===== config.mk =====
export PLATFORM = sky130hd
export DESIGN_NAME = burst_col_seq
export DESIGN_NICKNAME = d
export VERILOG_FILES = /design/src/rtl/burst_col_seq.sv
export SDC_FILE = /design/constraint.sdc
export NUM_CORES = 1
export LEC_CHECK = 0
export ABC_AREA = 1
export BUFFER_PORTS_ARGS = -buffer_cell sky130_fd_sc_hd__buf_2
export CORE_MARGIN = 5
export CORE_UTILIZATION = 56
export DETAILED_ROUTE_END_ITERATION = 7
export PLACE_DENSITY = 0.84
export RECOVER_POWER = 100
export SLEW_MARGIN = 20
export SYNTH_ARGS = -nofsm -noshare
export SYNTH_HDL_FRONTEND = slang
export SYNTH_SLANG_ARGS = --single-unit
export TNS_END_PERCENT = 20

===== constraint.sdc =====
create_clock -name clk -period 3.2 [get_ports clk]
set_clock_uncertainty 0.2 [all_clocks]
set_input_delay 0.48 -clock clk [delete_from_list [all_inputs] [get_ports clk]]
set_output_delay 0.48 -clock clk [all_outputs]
set_load 0.1 [all_outputs]

===== src/rtl/burst_col_seq.sv =====
module burst_col_seq #(
  parameter int COL_W = 12,
  parameter int OFF_W = 3
) (
  input  logic             clk,
  input  logic             rst_n,
  input  logic             cfg_wr,
  input  logic [2:0]       cfg_len_code,
  input  logic             cfg_interleave,
  input  logic             start,
  input  logic [COL_W-1:0] start_col,
  output logic [COL_W-1:0] col_out,
  output logic             col_valid,
  output logic             col_last,
  output logic             cfg_bad
);

  localparam logic [2:0] DEF_CODE = 3'd1;

  logic [2:0]       len_q;
  logic             il_q;
  logic             act;
  logic             il_b;
  logic [COL_W-1:0] base;
  logic [OFF_W-1:0] off0, idx, mask, beat_off;

  wire              code_ok  = (cfg_len_code != 3'd0) && (int'(cfg_len_code) <= OFF_W);
  wire              go       = start && !act && !cfg_bad;
  wire [OFF_W-1:0]  cur_mask = OFF_W'((32'd1 << len_q) - 32'd1);

  always_ff @(posedge clk or negedge rst_n) begin
    if (!rst_n) begin
      len_q   <= DEF_CODE;
      il_q    <= 1'b0;
      cfg_bad <= 1'b0;
    end else if (cfg_wr) begin
      len_q   <= cfg_len_code;
      il_q    <= cfg_interleave;
      cfg_bad <= !code_ok;
    end
  end

  always_ff @(posedge clk or negedge rst_n) begin
    if (!rst_n) begin
      act  <= 1'b0;
      il_b <= 1'b0;
      base <= '0;
      off0 <= '0;
      idx  <= '0;
      mask <= '0;
    end else if (go) begin
      act  <= 1'b1;
      il_b <= il_q;
      base <= start_col;
      mask <= cur_mask;
      off0 <= start_col[OFF_W-1:0] & cur_mask;
      idx  <= '0;
    end else if (act) begin
      if (idx == mask) act <= 1'b0;
      else             idx <= idx + 1'b1;
    end
  end

  assign beat_off  = il_b ? (off0 ^ idx) : ((off0 + idx) & mask);
  assign col_out   = {base[COL_W-1:OFF_W], (base[OFF_W-1:0] & ~mask) | beat_off};
  assign col_valid = act;
  assign col_last  = act && (idx == mask);

endmodule


==> reports/metrics.cfg, run 1 <==
[die]
num_rows=18
die_area_um2=3590
fp.dieW_um=60.0
initial_core_util=0.575
ios=35
die_h_um=60.0
core_area_um2=2430

[sta]
slew_violations=0
rsz0062_at_grt=no
finalHoldViolCount=0
period_needed_ps=2930
setup_viol=0
slew_headroom=0.0164
finalCritPeriodShare=0.917
fmax_ghz=0.341
tightest_slew_ps=1480
final.setup.worst_slack_ps=266
fin_setup_tns_ps=0

[outcome]
outcome=completed

[cells_and_area]
final_cells=225
antenna_cells=0
nFillCells=215
fin_nets=221
multi_input_area_um2=529
regArea_um2=702
syn_to_final_growth_pct=11.9
drive_above_1_share=0.149

[cts]
cts_max_path_buffers=2
worstSkewPairLatency_ps=320
cts_max_level=1
cts_sinks=28
cts_buffers=3
cts_root_buffer=clkbuf_4
clk_pin_slew_ps=150
cts_tree=built

[synthesis]
yosys.area.top_type_share=0.483
synth_seq_cells=28
syn-instance-count=168
synth_fp_nets=193
yosys-top-cells-area=dfrtp_1, nand2_1, inv_1, buf_4, o21ai_0
yosysWarnings=0
yosysUniqueCellTypes=20
synth.largest_area_cell=dfrtp_1
syn_area_per_cell_um2=8.32
ys_seq_area_frac=0.502
netlist_area_um2=1400

[critical_path]
critPathKind=reg2out
endpoint_kind=output pin
required_ps=2520
critPathMaxFanout=6
critPathLaunchType=flop
arrival_ps=2250

[routing]
firstDrtPassIters=4
routedWlPerCell_um=11.6
wirelength_um=2620
drt_iter0_drc=57
ant_nets=0
via_per_inst=4.99
drc=0
via_count=1123

[flow_run]
maxCapViolCount=0

[grt]
grt_overflow=0
grt_use_total=0.175
grt_start_max_net_pins=29
first_global_vias=1133
antenna_found_initial=0
grt_pass1_wl_um=4750

[placed_design]
dp.cells=220
gp_congestion=0.904
dp_hpwl_um=2030
pre_cts_ws_ps=671
portBuffers=34

[hold_path]
min_path_type=in2reg

critical path, cell delays in order, from the launching register on:
cell and delay, ps:
dfrtp_1 470, ha_1 210, inv_1 60, fa_1 420
o311ai_2 280, clkbuf_2 500
layout by cell type, fill, tap and decap left out, types with 2 or more instances in the layout:
cell,n
buf_2,18
ha_1,4
nand2_1,68
nor2_1,5
dfrtp_1,27
nand3_1,8
o21ai_0,13
clkbuf_1,14
inv_1,20
xnor2_1,2
clkbuf_2,3
clkbuf_4,3
per-layer routing:
metal,vias up,track usage,part of all wire
met5,-,0,0
met4,0,0.0570,0.013
met3,4,0.0259,0.052
met2,27,0.293,0.47
met1,525,0.233,0.47
li1,567,-,-
per-stage QoR:
stage,utilization,instance area (µm²),hold WS [ps]
after floorplan,-,1410,-15.6
after global placement,0.626,1520,249
after detailed placement,0.626,1520,257
after CTS,0.651,1580,130
after global routing,0.643,1560,129
final,0.643,1560,143
logic make-up after synthesis:
| kind of cell | share of synthesized area |
|---|---|
| buffers and inverters | 0.124 |
| AND/OR/NAND/NOR | 0.241 |
| AO/OA/AOI/OAI | 0.0636 |
| XOR/XNOR | 0.0188 |
| flip-flops | 0.502 |
| adder cells (fa/ha/maj) | 0.0501 |
area by class of cell:
class,count,share of cell area
Inverter,20,0.0480
Tap cell,30,0.0240
Clock buffer,3,0.0144
Sequential cell,28,0.449
Multi-Input combinational cell,107,0.338
Timing Repair Buffer,36,0.107
Clock inverter,1,0.0192
final timing paths:
path | startpoint | to | slack [ps] | depth (start not counted)
setup reg to reg | col_valid$_DFF_PN0_ | idx[2]$_DFFE_PN0P_ | 600 | 7
hold / removal | start_col[11] | base[11]$_DFFE_PN0P_ | 140 | 3
setup / recovery | idx[0]$_DFFE_PN0P_ | col_out[1] | 270 | 5
max in group asynchronous | rst_n | base[2]$_DFFE_PN0P_ | 1130 | 2
min in group asynchronous | rst_n | base[8]$_DFFE_PN0P_ | 820 | 2
hold reg to reg | base[8]$_DFFE_PN0P_ | base[8]$_DFFE_PN0P_ | 290 | 2
sequential cells by signal, indices dropped and copies added (netlist names):
signal	flops
off0	3
len_q	3
mask	3
base	12
col_valid	1
il_b	1
il_q	1
idx	3
cfg_bad	1
Yosys cell counts, drive strengths merged:
master and n:
fa 1, nor2 5, o311ai 2, inv 20
nor3 1, xnor2 2, buf 12, clkbuf 1
dfstp 1, nand2 68, or2 1, nand3 8
o21ai 13, xor2 1, o22ai 1, dfrtp 27
ha 4
timing repair:
action	in CTS	in global routing
gates resized for setup	0	0
setup buffers	0	0
endpoints found under the hold margin	27	0
hold buffers	1	0
Power of run 1 is not shown: default switching activity piles up to over one toggle a cycle in this logic, so the estimate is an artifact.
==> inputs of run 2 (changes only) <==
--- a/config.mk
+++ b/config.mk
@@ -8,9 +8,9 @@
 export ABC_AREA = 1
 export BUFFER_PORTS_ARGS = -buffer_cell sky130_fd_sc_hd__buf_2
 export CORE_MARGIN = 5
-export CORE_UTILIZATION = 56
+export CORE_UTILIZATION = 52
 export DETAILED_ROUTE_END_ITERATION = 7
-export PLACE_DENSITY = 0.84
+export PLACE_DENSITY = 0.79
 export RECOVER_POWER = 100
 export SLEW_MARGIN = 20
 export SYNTH_ARGS = -nofsm -noshare
==> constraint.sdc (replaced) <==
create_clock -name clk -period 3 [get_ports clk]
set_clock_uncertainty 0.2 [all_clocks]
set_input_delay 0.45 -clock clk [delete_from_list [all_inputs] [get_ports clk]]
set_output_delay 0.45 -clock clk [all_outputs]
set_load 0.1 [all_outputs]
==> run 2 against run 1 <==
  * Critical path depth unchanged
  * Hold slack worse by 31 ps
  * Wire length down 1.2%
  * Final cell count unchanged
  * Register-to-register slack worse by 200 ps
  * First-iteration DRC count down 18%
  * Final area about the same
  * Sequential share of layout area about the same
  * Die area up 6.4%
  * Utilization down 2.2 points
  * Sequential cell count unchanged
  * Clock-buffer cell count unchanged
  * Critical path type unchanged
==> reports/metrics.cfg, run 2 (same netlist as run 1, synthesis figures left out) <==
[cells_and_area]
drive_above_1_share=0.154
layout_commonest_cell=nand2_1
syn_to_final_growth_pct=12.0
largest_register_ff_count=12
final_cell_mix=nand2_1, dfrtp_1, inv_1, buf_2, clkbuf_1
regMostFlops=base
multi_input_area_um2=529
final_cells=225
fin_nets=221
nFillCells=233
antenna_cells=0
regArea_um2=702

[routing]
wirelength_um=2590
drt_iter0_drc=47
ant_nets=0
via_per_inst=4.85
routedWlPerCell_um=11.5
firstDrtPassIters=4
via_count=1092
drc=0

[cts]
cts_buffers=3
cts_max_path_buffers=2
cts_tree=built
clk_pin_slew_ps=150
cts_sinks=28
ctsResizeCount=0
cts_root_buffer=clkbuf_4
postCtsSetupRepairBufs=0
cts_max_level=1
worstSkewPairLatency_ps=320

[sta]
fmax_ghz=0.350
tightest_slew_ps=1480
finalHoldViolCount=0
slew_violations=0
period_needed_ps=2860
finalCritPeriodShare=0.952
whs_ps=112
slew_headroom=0.0111
final.setup.worst_slack_ps=145
rsz0062_at_grt=no
setup_viol=0

[grt]
grt_use_total=0.152
grt_overflow=0
first_global_vias=1072
grt_start_max_net_pins=29
grt_pass1_wl_um=4390
antenna_found_initial=0

[outcome]
outcome=completed

[critical_path]
critPathLaunchType=flop
critPathKind=reg2out
critPathMaxFanout=6
path_delay_family=adder cells
max_stage_delay_ps=460
path_buf_inv=2
ff2ff_setup_slack_ps=400
endpoint_kind=output pin
arrival_ps=2210
cpMaxStageDelayCell=dfrtp_1
required_ps=2350
path_cells=ha_1 > inv_1 > fa_1 > o311ai_2 > buf_2

[die]
die_h_um=61.8
fp.dieW_um=61.8
core_area_um2=2520
initial_core_util=0.554
die_area_um2=3820
ios=35
num_rows=18

[flow_run]
maxCapViolCount=0

[placed_design]
pre_cts_ws_ps=508
gp_congestion=0.799
dp.cells=220
portBuffers=34
dp_hpwl_um=1980

[hold_path]
min_path_type=in2reg

[run 2: cell count changes in the layout (fill, tap and decap cells not counted), sizes merged]
cell	previous run	this run
buf	18	19
clkbuf	20	19
[run 2: path summary, 6_finish.rpt]
kind / from / endpoint / depth (start not counted)
max: idx[0]$_DFFE_PN0P_ / col_out[1] / 5
min: start_col[10] / base[10]$_DFFE_PN0P_ / 3
max reg2reg: col_valid$_DFF_PN0_ / idx[2]$_DFFE_PN0P_ / 7
min reg2reg: base[5]$_DFFE_PN0P_ / base[5]$_DFFE_PN0P_ / 2
max in group asynchronous: rst_n / mask[2]$_DFFE_PN0P_ / 2
min in group asynchronous: rst_n / cfg_bad$_DFFE_PN0P_ / 2
[run 2: timing repair]
item	4_1_cts	5_1_grt
hold buffers	1	0
setup endpoints to repair	0	0
hold endpoints to repair	27	0
[run 2: layout make-up]
cell class,instances,area share
timing repair buffer,36,0.108
sequential,28,0.448
tap,30,0.0240
clock buffer,3,0.0144
multi-input combinational,107,0.338
clock inverter,1,0.0192
inverter,20,0.0480
[run 2: worst reg2reg max path: stages (launching register included)]
cell      delay, ps
dfrtp_1         500
nor3_4          200
clkbuf_1        620
inv_1           490
nand2_1         230
nand2_1         140
nand2_1          90
nand2_1          50
[run 2: layer usage]
| metal | part of all wire | global-route usage | vias up |
|---|---|---|---|
| met4 | 0.0039 | 0.0273 | 0 |
| met3 | 0.056 | 0.0393 | 2 |
| li1 | - | - | 560 |
| met1 | 0.43 | 0.182 | 509 |
| met2 | 0.51 | 0.278 | 21 |
| met5 | 0 | 0 | - |
[run 2: metrics by stage]
stage                     setup TNS (ps)   util  cell area [µm²]
after floorplan                     -130      -             1410
after global placement                 0  0.603             1520
after detailed placement               0  0.603             1520
after CTS                              0  0.628             1580
after global routing                   0  0.621             1570
final                                  0  0.621             1570
Power of run 2 is left out for the same reason.
